$ cat config.mk
export PLATFORM = sky130hd
export DESIGN_NAME = key_event_reg
export DESIGN_NICKNAME = d
export VERILOG_FILES = /design/src/rtl/kev_pkg.sv /design/src/rtl/kev_stage.sv /design/src/rtl/kev_store.sv /design/src/rtl/kev_irq.sv /design/src/rtl/key_event_reg.sv
export SDC_FILE = /design/constraint.sdc
export NUM_CORES = 1
export LEC_CHECK = 0
export ABC_AREA = 1
export BUFFER_PORTS_ARGS = -buffer_cell sky130_fd_sc_hd__buf_4
export CAP_MARGIN = 15
export CORE_AREA = 2 2 216 112
export DETAILED_ROUTE_END_ITERATION = 10
export DIE_AREA = 0 0 218 114
export PLACE_DENSITY = 0.84
export SLEW_MARGIN = 20
export SYNTH_ARGS = -nofsm -noshare
export SYNTH_HDL_FRONTEND = slang
export SYNTH_SLANG_ARGS = --single-unit
$ cat constraint.sdc
create_clock -name clk -period 12.1 [get_ports clk]
set_clock_uncertainty 0.1 [all_clocks]
set_input_delay 1.21 -clock clk [delete_from_list [all_inputs] [get_ports clk]]
set_output_delay 1.21 -clock clk [all_outputs]
set_load 0.01 [all_outputs]
$ cat src/rtl/kev_pkg.sv
package kev_pkg;
  typedef enum logic [1:0] {
    ACI_OFF   = 2'b00,
    ACI_SHORT = 2'b01,
    ACI_LONG  = 2'b10,
    ACI_RSVD  = 2'b11
  } aci_e;
endpackage

$ cat src/rtl/kev_stage.sv
// Collects the beats of one batch; the accept decision is taken at the first beat.
module kev_stage #(
  parameter int N_KEYS = 64
) (
  input  logic                      clk,
  input  logic                      rst_n,
  input  logic                      ev_valid,
  input  logic [$clog2(N_KEYS)-1:0] ev_code,
  input  logic                      ev_press,
  input  logic                      ev_last,
  input  logic                      open_i,
  output logic                      batch_go,
  output logic [N_KEYS-1:0]         batch_chg,
  output logic [N_KEYS-1:0]         batch_prs
);
  logic              mid_q, keep_q, keep_now;
  logic [N_KEYS-1:0] chg_q, prs_q, onehot;

  assign keep_now = mid_q ? keep_q : open_i;

  always_comb begin
    onehot          = '0;
    onehot[ev_code] = 1'b1;
    batch_chg       = chg_q | onehot;
    batch_prs       = ev_press ? (prs_q | onehot) : (prs_q & ~onehot);
    batch_go        = ev_valid & ev_last & keep_now;
  end

  always_ff @(posedge clk or negedge rst_n) begin
    if (!rst_n) begin
      mid_q  <= 1'b0;
      keep_q <= 1'b0;
      chg_q  <= '0;
      prs_q  <= '0;
    end else if (ev_valid) begin
      if (ev_last) begin
        mid_q <= 1'b0;
        chg_q <= '0;
        prs_q <= '0;
      end else begin
        mid_q  <= 1'b1;
        keep_q <= keep_now;
        if (keep_now) begin
          chg_q <= batch_chg;
          prs_q <= batch_prs;
        end
      end
    end
  end
endmodule

$ cat src/rtl/kev_store.sv
// Holds pending events as a mask indexed by key code; the lowest set bit is the head.
module kev_store #(
  parameter int N_KEYS = 64
) (
  input  logic                        clk,
  input  logic                        rst_n,
  input  logic                        load,
  input  logic [N_KEYS-1:0]           ld_chg,
  input  logic [N_KEYS-1:0]           ld_prs,
  input  logic                        pop_req,
  output logic [$clog2(N_KEYS)+1:0]   head_byte,
  output logic                        pop_last
);
  localparam int CW = $clog2(N_KEYS);

  logic [N_KEYS-1:0] pend_q, prs_q;
  logic [CW-1:0]     idx;
  logic              nonempty, more, pop;

  always_comb begin
    idx = '0;
    for (int i = N_KEYS - 1; i >= 0; i--) begin
      if (pend_q[i]) idx = CW'(i);
    end
    nonempty  = |pend_q;
    more      = |(pend_q & (pend_q - 1'b1));
    head_byte = nonempty ? {more, prs_q[idx], idx} : '0;
    pop       = pop_req & nonempty & ~load;
    pop_last  = pop & ~more;
  end

  always_ff @(posedge clk or negedge rst_n) begin
    if (!rst_n) begin
      pend_q <= '0;
      prs_q  <= '0;
    end else if (load) begin
      pend_q <= ld_chg;
      prs_q  <= ld_prs;
    end else if (pop) begin
      pend_q <= pend_q & (pend_q - 1'b1);
    end
  end
endmodule

$ cat src/rtl/kev_irq.sv
// Active-low interrupt with optional auto-release timer.
module kev_irq
  import kev_pkg::*;
#(
  parameter int CLKS_PER_MS = 50000
) (
  input  logic       clk,
  input  logic       rst_n,
  input  logic       load,
  input  logic       read_done,
  input  logic [1:0] aci_mode,
  output logic       int_n
);
  localparam int SHORT_CYC = 5 * CLKS_PER_MS;
  localparam int LONG_CYC  = 10 * CLKS_PER_MS;
  localparam int CNT_W     = $clog2(LONG_CYC + 1);

  logic [CNT_W-1:0] cnt_q, limit;
  logic             armed, int_q;

  always_comb begin
    armed = 1'b1;
    limit = '0;
    case (aci_e'(aci_mode))
      ACI_SHORT: limit = CNT_W'(SHORT_CYC - 1);
      ACI_LONG:  limit = CNT_W'(LONG_CYC - 1);
      default:   armed = 1'b0;
    endcase
  end

  always_ff @(posedge clk or negedge rst_n) begin
    if (!rst_n) begin
      int_q <= 1'b1;
      cnt_q <= '0;
    end else if (load) begin
      int_q <= 1'b0;
      cnt_q <= '0;
    end else if (!int_q) begin
      if (read_done)                   int_q <= 1'b1;
      else if (armed && cnt_q >= limit) int_q <= 1'b1;
      else                             cnt_q <= cnt_q + 1'b1;
    end
  end

  assign int_n = int_q;
endmodule

$ cat src/rtl/key_event_reg.sv
module key_event_reg #(
  parameter int N_KEYS      = 64,
  parameter int CLKS_PER_MS = 50000
) (
  input  logic                      clk,
  input  logic                      rst_n,
  input  logic                      ev_valid,
  output logic                      ev_ready,
  input  logic [$clog2(N_KEYS)-1:0] ev_code,
  input  logic                      ev_press,
  input  logic                      ev_last,
  input  logic [1:0]                aci_mode,
  input  logic                      rd_strobe,
  output logic [$clog2(N_KEYS)+1:0] status_byte,
  output logic                      int_n
);
  logic              commit, read_done;
  logic [N_KEYS-1:0] b_chg, b_prs;

  assign ev_ready = 1'b1;

  kev_stage #(.N_KEYS(N_KEYS)) i_stage (
    .clk(clk), .rst_n(rst_n), .ev_valid(ev_valid), .ev_code(ev_code),
    .ev_press(ev_press), .ev_last(ev_last), .open_i(int_n),
    .batch_go(commit), .batch_chg(b_chg), .batch_prs(b_prs)
  );

  kev_store #(.N_KEYS(N_KEYS)) i_store (
    .clk(clk), .rst_n(rst_n), .load(commit), .ld_chg(b_chg), .ld_prs(b_prs),
    .pop_req(rd_strobe), .head_byte(status_byte), .pop_last(read_done)
  );

  kev_irq #(.CLKS_PER_MS(CLKS_PER_MS)) i_irq (
    .clk(clk), .rst_n(rst_n), .load(commit), .read_done(read_done),
    .aci_mode(aci_mode), .int_n(int_n)
  );
endmodule

==> flow_metrics.py <==
metrics = {
    "pwr": {
        "ir_worst_vdd_mv": 0.1342,
        "intPower_mw": 1.806,
        "switching_power_mw": 1.419,
        "power_frac_seq_pct": 30.9,
        "leakage_nw": 7.387,
        "comb_power_share_pct": 43.8,
        "p_clk_share_pct": 25.3,
        "p_per_area_nw_per_um2": 203.7,
        "sw_frac_of_total_pct": 44.01,
    },
    "sta": {
        "period_share_pct": 71.64,
        "final.setup.tns_ns": 0,
        "worst_pin_slew_ns": 1.094,
        "max-slew-margin-rel_pct": 25.18,
        "hold_viol": 0,
        "max_freq_mhz": 115.4,
        "postLayoutSetupSlackWorst_ns": 3.431,
        "fin_crit_ns": 8.669,
        "setup_viol": 0,
        "final_max_slew_viol_count": 0,
        "rsz0062_at_grt": "false",
    },
    "layout": {
        "fill_cells": 1952,
        "drive_above_1_share_pct": 6.453,
        "syn2layout_area_growth_pct": 8.004,
        "antenna_cells": 0,
        "design_area_um2": 15840,
        "nNetsFinal": 1950,
    },
    "setup_path": {
        "crit_type": "reg2out",
        "r2r_slack_ns": 5.56,
        "path_delay_family": "simple AND/OR/NAND/NOR gates",
        "crit_top_cell": "nand2_1",
        "critPathSlowestCell": "nand2_1",
        "reg2reg_depth": 48,
        "cp.arrival_ns": 7.36,
        "critPathBufInv": 3,
        "critPathLaunchType": "flip-flop",
        "worstReg2RegEnd": "i_irq.cnt_q[18]$_DFFE_PN0P_",
        "rr_startpoint": "i_store.pend_q[1]$_DFFE_PN0P_",
        "critPathMaxStageDelay_ns": 0.93,
        "end_kind": "output port",
        "cp.required_ns": 10.79,
        "worstPathMaxFanout": 34,
    },
    "route": {
        "avgRoutedWirePerCell_um": 19.35,
        "antenna_left": 0,
        "dr.pass1.iters": 6,
        "wl_mm": 43.58,
        "vias": 13670,
        "drc": 0,
        "vias_per_cell": 6.069,
        "drtIter0Drc": 2117,
    },
    "placement": {
        "port_buffers": 22,
        "preCtsSetupSlack_ns": 4.284,
        "hpwl_mm": 29.54,
        "gp_congestion": 0.9587,
        "placed_area_um2": 15030,
    },
    "clock_tree": {
        "cts_buffer_depth": 3,
        "cts_setup_buffers": 0,
        "worstSkewPairLatency_ns": 0.55,
        "cts_resized": 0,
        "cts_tree": "built",
        "path_clk_slew_ns": 0.07,
        "cts_buffers": 25,
        "cts_htree_levels": 1,
        "root_buffer": "clkbuf_16",
        "hold_buffers": 0,
        "clock_sinks": 278,
    },
    "synthesis": {
        "syn_area_um2": 14660,
        "yosys_most_used_dff": "dfrtp_1",
        "synth_edf_count": 0,
        "synth.avg_cell_area_um2": 7.566,
        "ys_warn_count": 0,
        "syn_inst": 1938,
        "async_reset_ff_share_pct": 100.0,
        "seq_area_frac_synth_pct": 47.45,
        "ys_types": 50,
        "syn_nets": 1969,
        "ys_seq_elements": 278,
    },
    "hold_path": {
        "worst_hold_path.num_cells": 2,
        "min_path_type": "reg2reg",
        "min_to": "i_stage.prs_q[33]$_DFFE_PN0P_",
        "holdCritStartpoint": "i_stage.prs_q[33]$_DFFE_PN0P_",
    },
    "floorplan": {
        "dieArea_um2": 24850,
        "coreArea_um2": 23220,
        "rows": 40,
        "initial_core_util_pct": 63.14,
        "die_h_um": 114,
        "io_pins": 24,
        "die_w_um": 218,
    },
    "status": {
        "outcome": "complete, no violations",
    },
    "run": {
        "maxCapViolCount": 0,
    },
    "grt": {
        "grt_pass1_wl_mm": 69.38,
        "antenna_found_initial": 1,
        "grt_overflow_total": 0,
        "grt_usage_pct": 36.15,
        "grt_max_degree": 182,
        "grt_pass1_vias": 12460,
    },
}
-- metrics by stage --
step | hold slack [ns] | std cells | utilization, % | total power [mW]
2_1_floorplan | 0.3444 | 1938 | - | 1.895
3_3_place_gp | 0.3598 | 2207 | 64.73 | 2.323
3_5_place_dp | 0.3679 | 2207 | 64.73 | 2.357
4_1_cts | 0.3839 | 2252 | 68.18 | 3.176
5_1_grt | 0.3992 | 2252 | 68.20 | 3.387
6_report | 0.3831 | 2252 | 68.20 | 3.225
-- cell families after synthesis --
family	count (synthesis)	share of synthesized area, %
adders and majority gates	17	1.451
other	1	0.02557
and+or+nand+nor	873	25.44
buffers and inverters	305	7.902
AOI/OAI and AO/OA	464	17.73
DFF	278	47.45
-- tightest hold or removal path, stage by stage, from the launching register on --
cell and delay, ns:
dfrtp_1 0.34, nand2_1 0.05, o21ai_0 0.06
-- flip-flops by register name, summed over array words and instances (netlist names) --
register / count
i_irq.cnt_q: 19
i_stage.prs_q: 64
i_irq.int_n: 1
i_stage.chg_q: 64
i_store.pend_q: 64
i_store.prs_q: 64
i_stage.mid_q: 1
i_stage.keep_q: 1
-- worst max-delay path by stage --
stage	slack, ns	endpoint	depth (start not counted)	start
floorplan	6.54	status_byte[6]	72	i_store.pend_q[62]$_DFFE_PN0P_
global placement	4.54	status_byte[6]	74	i_store.pend_q[62]$_DFFE_PN0P_
detailed placement	4.28	status_byte[6]	74	i_store.pend_q[62]$_DFFE_PN0P_
CTS	3.65	status_byte[6]	74	i_store.pend_q[62]$_DFFE_PN0P_
global route	2.61	status_byte[6]	74	i_store.pend_q[62]$_DFFE_PN0P_
finish	3.43	status_byte[6]	74	i_store.pend_q[62]$_DFFE_PN0P_
-- cell type report --
type	count	area, µm²	share of cell area (%)
flip-flops and latches	278	6958	43.94
multi-input cells	1355	6558	41.41
inverters	227	862.1	5.444
clock buffers	37	680.7	4.298
well taps	315	394.1	2.489
repair buffers	32	264.0	1.667
clock inverters	8	120.1	0.7585
-- layout by cell type (no fill, tap or decap), drive strengths merged, types with 5 or more instances in the layout --
cell type,n
a21oi,104
buf,32
clkbuf,37
clkinv,5
dfrtp,277
ha,17
inv,225
nand2,466
nand3,80
nand3b,20
nand4,13
nor2,252
nor3,29
nor4,7
o2111ai,5
o211ai,36
o21ai,273
o221ai,27
-- Yosys cell counts (all sizes together) (3+ instances only) --
cell type,count,area share (%)
inv,224,5.8
nand3,80,2.8
nand2,466,12
o211ai,36,1.8
o221ai,27,1.6
buf,7,0.26
nor2,252,7.2
clkbuf,71,1.8
a2111o,3,0.23
clkinv,3,0.077
nand4,13,0.70
o2111ai,5,0.30
o21ai,273,9.3
a21oi,104,3.6
dfrtp,277,47
ha,17,1.5
nand3b,20,1.0
nor3,29,1.0
nor4,7,0.34
o31ai,3,0.15
-- power by group through the flow --
stage	registers [mW]	clock network, mW	logic [mW]
5_1_grt	1.00	0.855	1.53
3_3_place_gp	1.01	0	1.31
6_report	0.998	0.814	1.41
2_1_floorplan	1.00	0	0.892
3_5_place_dp	1.01	0	1.34
4_1_cts	0.996	0.815	1.36
-- per-layer routing --
metal	vias up	track usage [%]	part of all wire, %
li1	6326	-	-
met1	6472	57.16	45
met2	816	46.88	38
met3	52	14.00	15
met4	2	5.533	1.3
met5	-	0	0.025
Power figures use the tool's default switching activity.
